===== src/rtl/ledser_pkg.sv =====
package ledser_pkg;

    localparam int CH_N   = 16;
    localparam int WORD_N = 16;
    localparam int CNT_W  = 4;

    typedef enum logic [2:0] {
        CMD_NONE,
        CMD_STORE,
        CMD_PUBLISH,
        CMD_RD_CFG,
        CMD_DIAG,
        CMD_RD_HEALTH,
        CMD_WR_CFG,
        CMD_SHORT
    } ser_cmd_e;

    typedef struct packed {
        logic       long_sr;
        logic       therm;
        logic       pwm16;
        logic [1:0] pwm_mode;
        logic       manual_sync;
        logic [7:0] gain;
        logic       tsd_en;
        logic       tmo_off;
    } cfg_t;

    localparam cfg_t CFG_RESET = '{
        long_sr:     1'b0,
        therm:       1'b0,
        pwm16:       1'b0,
        pwm_mode:    2'b00,
        manual_sync: 1'b1,
        gain:        8'hAB,
        tsd_en:      1'b0,
        tmo_off:     1'b0
    };

    function automatic ser_cmd_e decode_count(input logic [CNT_W-1:0] n);
        ser_cmd_e c;
        case (n)
            4'd1:         c = CMD_STORE;
            4'd2, 4'd3:   c = CMD_PUBLISH;
            4'd4, 4'd5:   c = CMD_RD_CFG;
            4'd6, 4'd7:   c = CMD_DIAG;
            4'd8, 4'd9:   c = CMD_RD_HEALTH;
            4'd10, 4'd11: c = CMD_WR_CFG;
            4'd12, 4'd13: c = CMD_SHORT;
            default:      c = CMD_NONE;
        endcase
        return c;
    endfunction

endpackage


===== src/rtl/ledser_cmd_count.sv =====
module ledser_cmd_count
    import ledser_pkg::*;
#(
    parameter int CW = CNT_W
) (
    input  logic     clk,
    input  logic     rst,
    input  logic     latch_lvl,
    input  logic     edge_rise,
    input  logic     latch_fall,
    output ser_cmd_e cmd_o
);
    localparam logic [CW-1:0] CNT_MAX = {CW{1'b1}};

    logic [CW-1:0] cnt_q;

    always_ff @(posedge clk) begin
        if (rst) begin
            cnt_q <= '0;
        end else if (latch_fall) begin
            cnt_q <= '0;
        end else if (latch_lvl && edge_rise && cnt_q != CNT_MAX) begin
            cnt_q <= cnt_q + 1'b1;
        end
    end

    always_comb begin
        cmd_o = latch_fall ? decode_count(CNT_W'(cnt_q)) : CMD_NONE;
    end

    AST_CNT_SATURATES: assert property (@(posedge clk) disable iff (rst)
        (latch_lvl && edge_rise && !latch_fall && cnt_q == CNT_MAX) |=> cnt_q == CNT_MAX);
    AST_CNT_CLEARS: assert property (@(posedge clk) disable iff (rst)
        latch_fall |=> cnt_q == '0);

endmodule


===== src/rtl/ledser_shift.sv =====
module ledser_shift #(
    parameter int W  = 16,
    parameter int CH = 16
) (
    input  logic            clk,
    input  logic            rst,
    input  logic            long_mode,
    input  logic            shift_en,
    input  logic            din,
    input  logic            load_en,
    input  logic [W-1:0]    load_data,
    output logic [CH*W-1:0] sr_o,
    output logic            dout
);
    localparam int L = CH * W;

    logic [L-1:0] sr_q;

    always_ff @(posedge clk) begin
        if (rst) begin
            sr_q <= '0;
        end else if (load_en) begin
            if (long_mode) sr_q[L-1 -: W] <= load_data;
            else           sr_q[W-1:0]    <= load_data;
        end else if (shift_en) begin
            sr_q <= {sr_q[L-2:0], din};
        end
    end

    assign sr_o = sr_q;
    assign dout = long_mode ? sr_q[L-1] : sr_q[W-1];

    AST_SHIFT_ENTERS: assert property (@(posedge clk) disable iff (rst)
        (shift_en && !load_en) |=> sr_q[0] == $past(din));
    AST_SHIFT_IDLE: assert property (@(posedge clk) disable iff (rst)
        (!shift_en && !load_en) |=> $stable(sr_q));

endmodule


===== src/rtl/ledser_gsbuf.sv =====
module ledser_gsbuf #(
    parameter int W  = 16,
    parameter int CH = 16
) (
    input  logic            clk,
    input  logic            rst,
    input  logic            long_mode,
    input  logic            store,
    input  logic            publish,
    input  logic [W-1:0]    word_in,
    input  logic [CH*W-1:0] frame_in,
    output logic [CH*W-1:0] frame_o,
    output logic            commit_o
);
    localparam int PW = (CH > 1) ? $clog2(CH) : 1;
    localparam logic [PW-1:0] TOP_SLOT = PW'(CH - 1);

    logic [CH-1:0][W-1:0] buf_q, frame_q, buf_nx;
    logic [PW-1:0]        ptr_q;
    logic                 commit_q;

    for (genvar k = 0; k < CH; k++) begin : g_slot
        always_comb begin
            buf_nx[k] = buf_q[k];
            if (!long_mode && (store || publish) && ptr_q == PW'(k))
                buf_nx[k] = word_in;
        end
    end

    always_ff @(posedge clk) begin
        if (rst) begin
            buf_q    <= '0;
            frame_q  <= '0;
            ptr_q    <= TOP_SLOT;
            commit_q <= 1'b0;
        end else if (publish) begin
            ptr_q    <= TOP_SLOT;
            commit_q <= 1'b1;
            if (long_mode) begin
                buf_q   <= frame_in;
                frame_q <= frame_in;
            end else begin
                buf_q   <= buf_nx;
                frame_q <= buf_nx;
            end
        end else begin
            commit_q <= 1'b0;
            if (store && !long_mode) begin
                buf_q <= buf_nx;
                ptr_q <= (ptr_q == '0) ? TOP_SLOT : ptr_q - 1'b1;
            end
        end
    end

    assign frame_o  = frame_q;
    assign commit_o = commit_q;

    AST_PTR_RESTART: assert property (@(posedge clk) disable iff (rst)
        publish |=> ptr_q == TOP_SLOT);
    AST_FRAME_HOLD: assert property (@(posedge clk) disable iff (rst)
        !publish |=> $stable(frame_q));
    AST_LONG_STORE_IGNORED: assert property (@(posedge clk) disable iff (rst)
        (store && long_mode && !publish) |=> $stable(buf_q) && $stable(ptr_q));

endmodule


===== src/rtl/ledser_front.sv =====
module ledser_front
    import ledser_pkg::*;
#(
    parameter int CHANNELS = CH_N,
    parameter int WORD_W   = WORD_N
) (
    input  logic                     clk,
    input  logic                     rst,
    input  logic                     ser_clk,
    input  logic                     ser_latch,
    input  logic                     ser_din,
    output logic                     ser_dout,
    input  logic                     thermal_i,
    input  logic [CHANNELS-1:0]      chan_good_i,
    output logic [15:0]              cfg_o,
    output logic [CHANNELS*WORD_W-1:0] frame_o,
    output logic                     commit_o,
    output logic                     diag_start_o
);
    localparam int FRAME_W = CHANNELS * WORD_W;

    logic     clk_q, latch_q;
    logic     rise, latch_fall, shift_en;
    ser_cmd_e cmd;
    cfg_t     cfg_q, cfg_view;
    logic     diag_q;
    logic              load_en;
    logic [WORD_W-1:0] load_data;
    logic [FRAME_W-1:0] sr;

    always_ff @(posedge clk) begin
        if (rst) begin
            clk_q   <= 1'b0;
            latch_q <= 1'b0;
        end else begin
            clk_q   <= ser_clk;
            latch_q <= ser_latch;
        end
    end

    assign rise       = ser_clk & ~clk_q;
    assign latch_fall = latch_q & ~ser_latch;
    assign shift_en   = rise & ~ser_latch;

    ledser_cmd_count #(.CW(CNT_W)) u_count (
        .clk        (clk),
        .rst        (rst),
        .latch_lvl  (ser_latch),
        .edge_rise  (rise),
        .latch_fall (latch_fall),
        .cmd_o      (cmd)
    );

    always_comb begin
        cfg_view       = cfg_q;
        cfg_view.therm = thermal_i;
    end

    assign load_en   = (cmd == CMD_RD_CFG) || (cmd == CMD_RD_HEALTH);
    assign load_data = (cmd == CMD_RD_CFG) ? WORD_W'(cfg_view) : WORD_W'(chan_good_i);

    ledser_shift #(.W(WORD_W), .CH(CHANNELS)) u_shift (
        .clk       (clk),
        .rst       (rst),
        .long_mode (cfg_q.long_sr),
        .shift_en  (shift_en),
        .din       (ser_din),
        .load_en   (load_en),
        .load_data (load_data),
        .sr_o      (sr),
        .dout      (ser_dout)
    );

    ledser_gsbuf #(.W(WORD_W), .CH(CHANNELS)) u_gsbuf (
        .clk       (clk),
        .rst       (rst),
        .long_mode (cfg_q.long_sr),
        .store     (cmd == CMD_STORE),
        .publish   (cmd == CMD_PUBLISH),
        .word_in   (sr[WORD_W-1:0]),
        .frame_in  (sr),
        .frame_o   (frame_o),
        .commit_o  (commit_o)
    );

    always_ff @(posedge clk) begin
        if (rst) begin
            cfg_q  <= CFG_RESET;
            diag_q <= 1'b0;
        end else begin
            diag_q <= (cmd == CMD_DIAG);
            if (cmd == CMD_WR_CFG) begin
                cfg_q       <= cfg_t'(sr[15:0]);
                cfg_q.therm <= 1'b0;
            end else if (cmd == CMD_SHORT) begin
                cfg_q.long_sr <= 1'b0;
            end
        end
    end

    assign cfg_o        = 16'(cfg_view);
    assign diag_start_o = diag_q;

    AST_CFG_HOLD: assert property (@(posedge clk) disable iff (rst)
        (cmd != CMD_WR_CFG && cmd != CMD_SHORT) |=> $stable(cfg_q));
    AST_SHORT_FORCED: assert property (@(posedge clk) disable iff (rst)
        (cmd == CMD_SHORT) |=> !cfg_q.long_sr);
    AST_DIAG_ONE_CYCLE: assert property (@(posedge clk) disable iff (rst)
        diag_start_o |=> !diag_start_o);
    AST_THERM_LIVE: assert property (@(posedge clk) disable iff (rst)
        cfg_o[14] == thermal_i);

endmodule


===== config.mk =====
export PLATFORM = sky130hd
export DESIGN_NAME = ledser_front
export DESIGN_NICKNAME = d
export VERILOG_FILES = /design/src/rtl/ledser_pkg.sv /design/src/rtl/ledser_cmd_count.sv /design/src/rtl/ledser_shift.sv /design/src/rtl/ledser_gsbuf.sv /design/src/rtl/ledser_front.sv
export SDC_FILE = /design/constraint.sdc
export NUM_CORES = 2
export LEC_CHECK = 0
export BUFFER_PORTS_ARGS = -buffer_cell sky130_fd_sc_hd__buf_4
export CAP_MARGIN = 20
export CORE_UTILIZATION = 40
export CTS_BUF_LIST = sky130_fd_sc_hd__clkbuf_8
export DETAILED_ROUTE_END_ITERATION = 6
export MAX_ROUTING_LAYER = met4
export PLACE_DENSITY = 0.59
export REMOVE_ABC_BUFFERS = 1
export SKIP_CTS_REPAIR_TIMING = 1
export SYNTH_ARGS = -nofsm -noshare
export SYNTH_HDL_FRONTEND = slang
export SYNTH_HIERARCHICAL = 1
export SYNTH_SLANG_ARGS = --single-unit

===== constraint.sdc =====
create_clock -name clk -period 5 [get_ports clk]
set_input_delay 0.5 -clock clk [delete_from_list [all_inputs] [get_ports clk]]
set_output_delay 0.5 -clock clk [all_outputs]
set_load 0.005 [all_outputs]

* Word level (Yosys, flattened, before mapping)
Memory sizes are Yosys's and may differ from the RTL's. A register that Yosys moved wholly into a read port is not among the register bits.
Cells that the tools add are included.
** Word-level totals
- Register bits :: 795
- ROM bits :: 48
- Input bits :: 22
- Output and inout port bits :: 275
- Word-level logic and storage cells :: 147
- Memories :: 1
** Operators by class
- Add/sub/neg operators :: 2
- Equality and inequality tests :: 25
- Multiplexer cells :: 33
- Bitwise operators :: 6
- Reductions and logical operators :: 32
** Memories
- (name not given) :: words 16, bits a word 3, rd ports 1, clocked after memory_dff 1, wr ports 0, RTL line ledser_pkg.sv:42 : case (n)
** Operator list (count)
- $mux W256 :: 4
- $mux W16 :: 21
- $eq A4 B4 Y1 const B :: 8
- $logic_and A1 B1 Y1 :: 20
- $eq A4 B3 Y1 const B :: 4
- $eq A3 B3 Y1 const B :: 4
- $mux W4 :: 3
- $eq A4 B2 Y1 const B :: 2
- $eq A3 B2 Y1 const B :: 2
- $reduce_and A2 Y1 :: 3
- $reduce_bool A2 Y1 :: 3
- $add A4 B1 Y4 const B :: 1
- $eq A4 B1 Y1 const B :: 1
- $logic_not A4 Y1 :: 1
- $mux W1 :: 4
- $ne A2 B2 Y1 const B :: 2
- $ne A4 B4 Y1 const B :: 1
- $reduce_or A2 Y1 :: 2
- $sub A4 B1 Y4 const B :: 1
- $and A1 B1 Y1 :: 3
- $eq A3 B1 Y1 const B :: 1
- $mux W3 :: 1
- $not A1 Y1 :: 3
- $logic_or A1 B1 Y1 :: 2
- $logic_not A1 Y1 :: 1

* Longest topological paths before layout
- Depth after elaboration :: 10
- Mapped depth :: 12
- Mapped depth without buffers :: 8

* By module
The synthesis kept the hierarchy.
** By module, submodules not included
- ledser_gsbuf :: instances 1, cells each 3072, area an instance 26462.9 um^2, seq. area each 10349.9 um^2
- ledser_shift :: instances 1, cells each 1139, area an instance 9280.2 um^2, seq. area each 5124.9 um^2
- ledser_front :: instances 1, cells each 100, area an instance 1068.5 um^2, seq. area each 360.3 um^2
- ledser_cmd_count :: instances 1, cells each 36, area an instance 364.1 um^2, seq. area each 140.1 um^2

* Least setup slack after synthesis
Ideal clock, no wire load.
- Path type :: input -> register
- Start point :: in ser_latch
- End point :: reg u_gsbuf.frame_q, in the netlist u_gsbuf/frame_o[33]
- Library setup time :: 0.122 ns
- Arrival :: 2.600 ns
- Data required time :: 4.878 ns
- Path slack :: 2.278 ns
- Stages on the path :: 11
- Path buffers :: 5
- Path through :: nor2b_1 > and2_2 > buf_2 > nor3b_1 > buf_4 > nor2_1 > buf_2 > or3_1 > clkbuf_1 > buf_2 > a311o_1
** Between the ends
- Cells in the longest elaborated chain, start to end :: 9
- Elaborated cells between the ends (all ways) :: 10
- Those cells by class :: eq/ne: 2; mux: 3; bitwise: 2; reduce/logical: 3
** Ends and longest elaborated chain
- from (decl) :: RTL line ledser_front.sv:10 : input logic ser_latch,
- $not A1 Y1 * :: RTL line ledser_front.sv:42 : assign latch_fall = latch_q & ~ser_latch;
- $and A1 B1 Y1 * :: RTL line ledser_front.sv:42
- $mux W3 * :: RTL line ledser_cmd_count.sv:28 : cmd_o = latch_fall ? decode_count(CNT_W'(cnt_q)) : CMD_NONE;
- named net cmd[1] :: RTL line ledser_front.sv:24 : ser_cmd_e cmd;
- $eq A3 B1 Y1 or $eq A3 B2 Y1 (tied branches) :: RTL line ledser_front.sv:78, ledser_front.sv:79
- $logic_or A1 B1 Y1 :: RTL line ledser_gsbuf.sv:25 : if (!long_mode && (store || publish) && ptr_q == PW'(k))
- $logic_and A1 B1 Y1 (2 in series) :: RTL line ledser_gsbuf.sv:25
- $mux W16 :: RTL line ledser_gsbuf.sv:25
- $mux W256 :: RTL line ledser_gsbuf.sv:39 : if (long_mode) begin
- to (signal assigned) :: RTL line ledser_gsbuf.sv:41 : frame_q <= frame_in;
- to (signal assigned) :: RTL line ledser_gsbuf.sv:44 : frame_q <= buf_nx;
- to (decl) :: RTL line ledser_gsbuf.sv:18 : logic [CH-1:0][W-1:0] buf_q, frame_q, buf_nx;
Mark *: on every way through the listed nets, which the timed path passes. The rest lies on a longest branch.
A chain may end at the register's enable or synchronous reset.

* Worst setup path after layout
- Start point :: reg latch_q
- End point :: reg u_gsbuf/buf_q[114] (netlist bit)
** Between the ends
- Cells in the longest elaborated chain, start to end :: 9
- Elaborated cells between the ends (all ways) :: 13
- Those cells by class :: eq/ne: 2; mux: 5; bitwise: 1; reduce/logical: 5
** Ends and longest elaborated chain
- from (decl) :: RTL line ledser_front.sv:22 : logic clk_q, latch_q;
- from (signal assigned) :: RTL line ledser_front.sv:37 : latch_q <= ser_latch;
- $and A1 B1 Y1 * :: RTL line ledser_front.sv:42
- named net latch_fall :: RTL line ledser_front.sv:23 : logic rise, latch_fall, shift_en;
- $mux W3 * :: RTL line ledser_cmd_count.sv:28
- named net cmd[1] :: RTL line ledser_front.sv:24
- $eq A3 B1 Y1 or $eq A3 B2 Y1 (tied branches) :: RTL line ledser_front.sv:78, ledser_front.sv:79
- $logic_or A1 B1 Y1 :: RTL line ledser_gsbuf.sv:25
- $logic_and A1 B1 Y1 (2 in series) :: RTL line ledser_gsbuf.sv:25
- $mux W16 :: RTL line ledser_gsbuf.sv:25
- $mux W256, on equally long branches :: RTL line ledser_gsbuf.sv:48, ledser_gsbuf.sv:39
- $mux W256 :: RTL line ledser_gsbuf.sv:36 : end else if (publish) begin
- to (signal assigned) :: RTL line ledser_gsbuf.sv:40 : buf_q <= frame_in;
- to (signal assigned) :: RTL line ledser_gsbuf.sv:43 : buf_q <= buf_nx;
- to (signal assigned) :: RTL line ledser_gsbuf.sv:49 : buf_q <= buf_nx;
- to (decl) :: RTL line ledser_gsbuf.sv:18
Mark *: on every way through the listed nets, which the timed path passes. The rest lies on a longest branch. The select of a mux whose other input is x is not followed.

==> results.md <==
- Status: finished, violations left
- Violated checks: negative hold slack
- Share of layout cells above drive strength 1: 0.213
- Post-synth ARST share: 0
- Net Sw Frac: 0.251
- Adder-Cell Fraction of Synth Area: 0.00269
- Maximum capacitance violations: 0
- DRT Wirelength: 143000 um
- Residual DRC: 0
- WL met1: 61500 um
- Num CTS Buffers: 137
- Vias per cell: 6.06
- Drt first pass iters: 6
- Routed length on met3: 11300 um
- CTS H-tree depth: 4
- Worst path cell trace: nor2b_1, and2_2, nor3b_2, buf_12, clkinv_2, buf_4, a22oi_4, o221a_2
- Nets: 4377
- Net switching power: 3210 uW
- Part of the power in registers: 0.502
- Routability cong.: 0.807
- Unrepaired setup endpoints after global routing: no
- CP max FO: 108
- Rel. slew slack: 0.202
- Combinational Power Share: 0.041
- Final period utilization: 0.768
- Synth Instances: 4347
- Crit path time final: 3.84 ns
- Post-synthesis cell area: 37200 um^2
- Filler Cell Count: 8978
- Largest net degree at the start of global routing: 203
- Top delay family on crit path: buffers and inverters
- Setup Skew: 0.0425 ns
- Final Hold Fails: 1
- Core area: 91800 um^2
- Seq. cell area: 16000 um^2
- Setup TNS: 0 ns
- Critical path depth: 8
- F_max: 0.260 GHz
- CTS tree: yes
- Vias: 34452
- # clock sinks: 798
- Area of the multi-input gates: 17800 um^2
- Worst vdd ir: 0.253 mV
- Hold WC Path Type: in2reg
- Worst-Skew Late Latency: 0.81 ns
- Pleak: 0.0140 uW
- Final number of setup-violating endpoints: 0
- Critical Path Start: latch_q$_SDFF_PP0_
- Clk network pwr share: 0.457
- Post-DP HPWL: 79100 um
- Required time of the critical path: 5.73 ns
- Tightest Pin Transition: 1.20 ns
- Reg-to-Reg Start: latch_q$_SDFF_PP0_
- YS warnings: 6
- CP endpoint kind: flip-flop
- Top Metal Used: met4
- Max stage delay cell, worst path: clkinv_2
- Full die area: 94200 um^2
- Post-Route Hold Slack: -0.0176 ns
- Reg-to-reg critical path endpoint: u_gsbuf/buf_q[114]$_SDFFE_PP0P_
- Pwr dens: 301 nW/um^2
- Clock transition at path regs: 0.06 ns
- Slew Limit Fails: 0
- Compound-gate portion of the synthesized area: 0.272
- Met2 wire length: 64600 um
- Vias in the first global route: 31872
- R2R depth: 8
- Worst path bufs/invs: 3
- Number of I/O port buffers: 296
- Post-synth EDFFs: 0
- First-pass GRT wire length: 210000 um
- Ys flop type: dfxtp_1
- Seq cells post-synth: 798
- Int Power: 9600 uW
- Critical path arrival: 4.57 ns
- Initial antenna violation count: 3
- CTS root buf: clkbuf_8
- Simple-gate portion of the synthesized area: 0.189
- Die X: 307 um
- Highest cell delay on the worst timing path: 0.68 ns
- Reg2Reg Setup Slack: 1.16 ns
- Mux share of post-synthesis cell area: 0.0108
- Initial Util: 0.405
- Area growth syn-to-layout: 14.4%
- Capture point of the worst path: u_gsbuf/buf_q[114]$_SDFFE_PP0P_
- Drt initial violations: 3842
- XOR/XNOR Fraction of Synth Area: 0.000236
- Total grt overflow: 0
- Standard-cell rows: 111
- Wirelength per Cell: 25.1 um
- Largest family of logic cells by synthesized area: compound AO/OA/AOI/OAI gates
- GRT Total Usage: 0.300
- I/O pins: 297
- Max Root-Sink Buffers: 3
- Sequential element share of the synthesized area: 0.430
- Pwr Total: 12800 uW
- Syn_area_per_cell: 8.55 um^2
- Setup CP Type: reg2reg
- Synth cell types: 58
- Die Y-Extent: 307 um
- ANT nets after route: 0
- Critical Path Source Type: flip-flop
==> final cells by class <==
class                      instances  area share
inverter                         263      0.0232
clock buffer                     173      0.0560
timing repair buffer             397      0.0819
multi-input combinational       2750       0.420
sequential                       798       0.376
tap                             1243      0.0366
antenna                            1   0.0000588
clock inverter                    64     0.00662
==> per-stage QoR <==
step	instances	util	instance area (um^2)	setup slack (ns)
6_report	5689	0.463	42500	1.16
5_1_grt	5689	0.463	42500	0.994
4_1_cts	5678	0.461	42300	1.19
3_5_place_dp	5441	0.432	39600	0.884
3_3_place_gp	5434	0.430	39500	0.945
2_1_floorplan	3811	-	34600	-56.39
==> power by group through the flow <==
stage          combinational [uW]  clock, uW  sequential (uW)
2_1_floorplan                 189          0             6560
5_1_grt                       547       6250             6430
6_report                      523       5850             6430
3_3_place_gp                  505          0             6570
3_5_place_dp                  508          0             6570
4_1_cts                       509       5940             6430
==> metal layers <==
| metal | GRT usage | vias to the layer above |
|---|---|---|
| met4 | 0.121 | 0 |
| met3 | 0.0533 | 278 |
| met5 | - | - |
| li1 | - | 15758 |
| met1 | 0.400 | 16921 |
| met2 | 0.448 | 1495 |
==> cells in the final DEF (no fill, tap or decap), types with 14 or more instances in the layout <==
cell / Yosys / layout
a21oi_1: 731 / 731
a21oi_2: 15 / 15
a22oi_1: 14 / 14
a311o_1: 242 / 242
buf_12: 1 / 17
buf_4: 21 / 362
clkbuf_8: 0 / 173
dfxtp_1: 798 / 781
dfxtp_2: 0 / 16
inv_1: 263 / 313
mux2i_1: 16 / 16
nand2_1: 450 / 450
nand2b_1: 264 / 258
nand3_1: 244 / 244
nor2_1: 51 / 50
nor3_1: 76 / 76
nor3b_1: 19 / 17
nor4_1: 183 / 183
o221a_2: 256 / 256
o221ai_1: 14 / 14
o22ai_1: 16 / 16
==> kinds of logic (layout without fill, tap and decap cells) <==
| group | after synthesis | in the layout |
|---|---|---|
| and+or+nand+nor | 1359 | 1359 |
| xor gates and xnor gates | 1 | 1 |
| adders and majority gates | 8 | 8 |
| buffers and inverters | 799 | 897 |
| other | 0 | 1 |
| DFF | 798 | 798 |
| AOI/OAI and AO/OA | 1348 | 1348 |
| muxes | 34 | 34 |
==> cells in the mapped netlist, types with 13 or more instances <==
| master | instances | area (um^2) |
|---|---|---|
| a21oi_1 | 731 | 3660 |
| a21oi_2 | 15 | 131 |
| a22oi_1 | 14 | 105 |
| a311o_1 | 242 | 2420 |
| buf_1 | 49 | 184 |
| buf_2 | 138 | 691 |
| buf_4 | 21 | 158 |
| buf_6 | 35 | 394 |
| clkbuf_1 | 292 | 1100 |
| dfxtp_1 | 798 | 16000 |
| inv_1 | 263 | 987 |
| mux2i_1 | 16 | 160 |
| nand2_1 | 450 | 1690 |
| nand2b_1 | 264 | 1650 |
| nand3_1 | 244 | 1220 |
| nand4bb_1 | 16 | 180 |
| nor2_1 | 51 | 191 |
| nor3_1 | 76 | 380 |
| nor3b_1 | 19 | 143 |
| nor4_1 | 183 | 1140 |
| o221a_2 | 256 | 2880 |
| o221ai_1 | 14 | 123 |
| o22ai_1 | 16 | 100 |
| or3_1 | 13 | 81.3 |
==> flip-flops by register name (all words and copies together), names as in the netlist, named ones only <==
register / flops
u_count/cnt_q: 4
u_gsbuf/commit_o: 1
u_shift/sr_o: 256
diag_start_o: 1
u_gsbuf/frame_o: 256
u_gsbuf/buf_q: 256
clk_q: 1
u_gsbuf/ptr_q: 4
latch_q: 1
cfg_o: 15
==> worst min path at each step <==
stage                                    from                             end  cells after the start
2_1_floorplan  u_shift/sr_o[110]$_SDFFE_PP0P_  u_shift/sr_o[111]$_SDFFE_PP0P_                      2
3_3_place_gp    u_shift/sr_o[90]$_SDFFE_PP0P_   u_shift/sr_o[91]$_SDFFE_PP0P_                      2
3_5_place_dp   u_shift/sr_o[172]$_SDFFE_PP0P_  u_shift/sr_o[173]$_SDFFE_PP0P_                      2
4_1_cts                               ser_clk                clk_q$_SDFF_PP0_                      2
5_1_grt                             ser_latch              latch_q$_SDFF_PP0_                      2
6_report                            ser_latch              latch_q$_SDFF_PP0_                      2
Power figures use the tool's default switching activity.
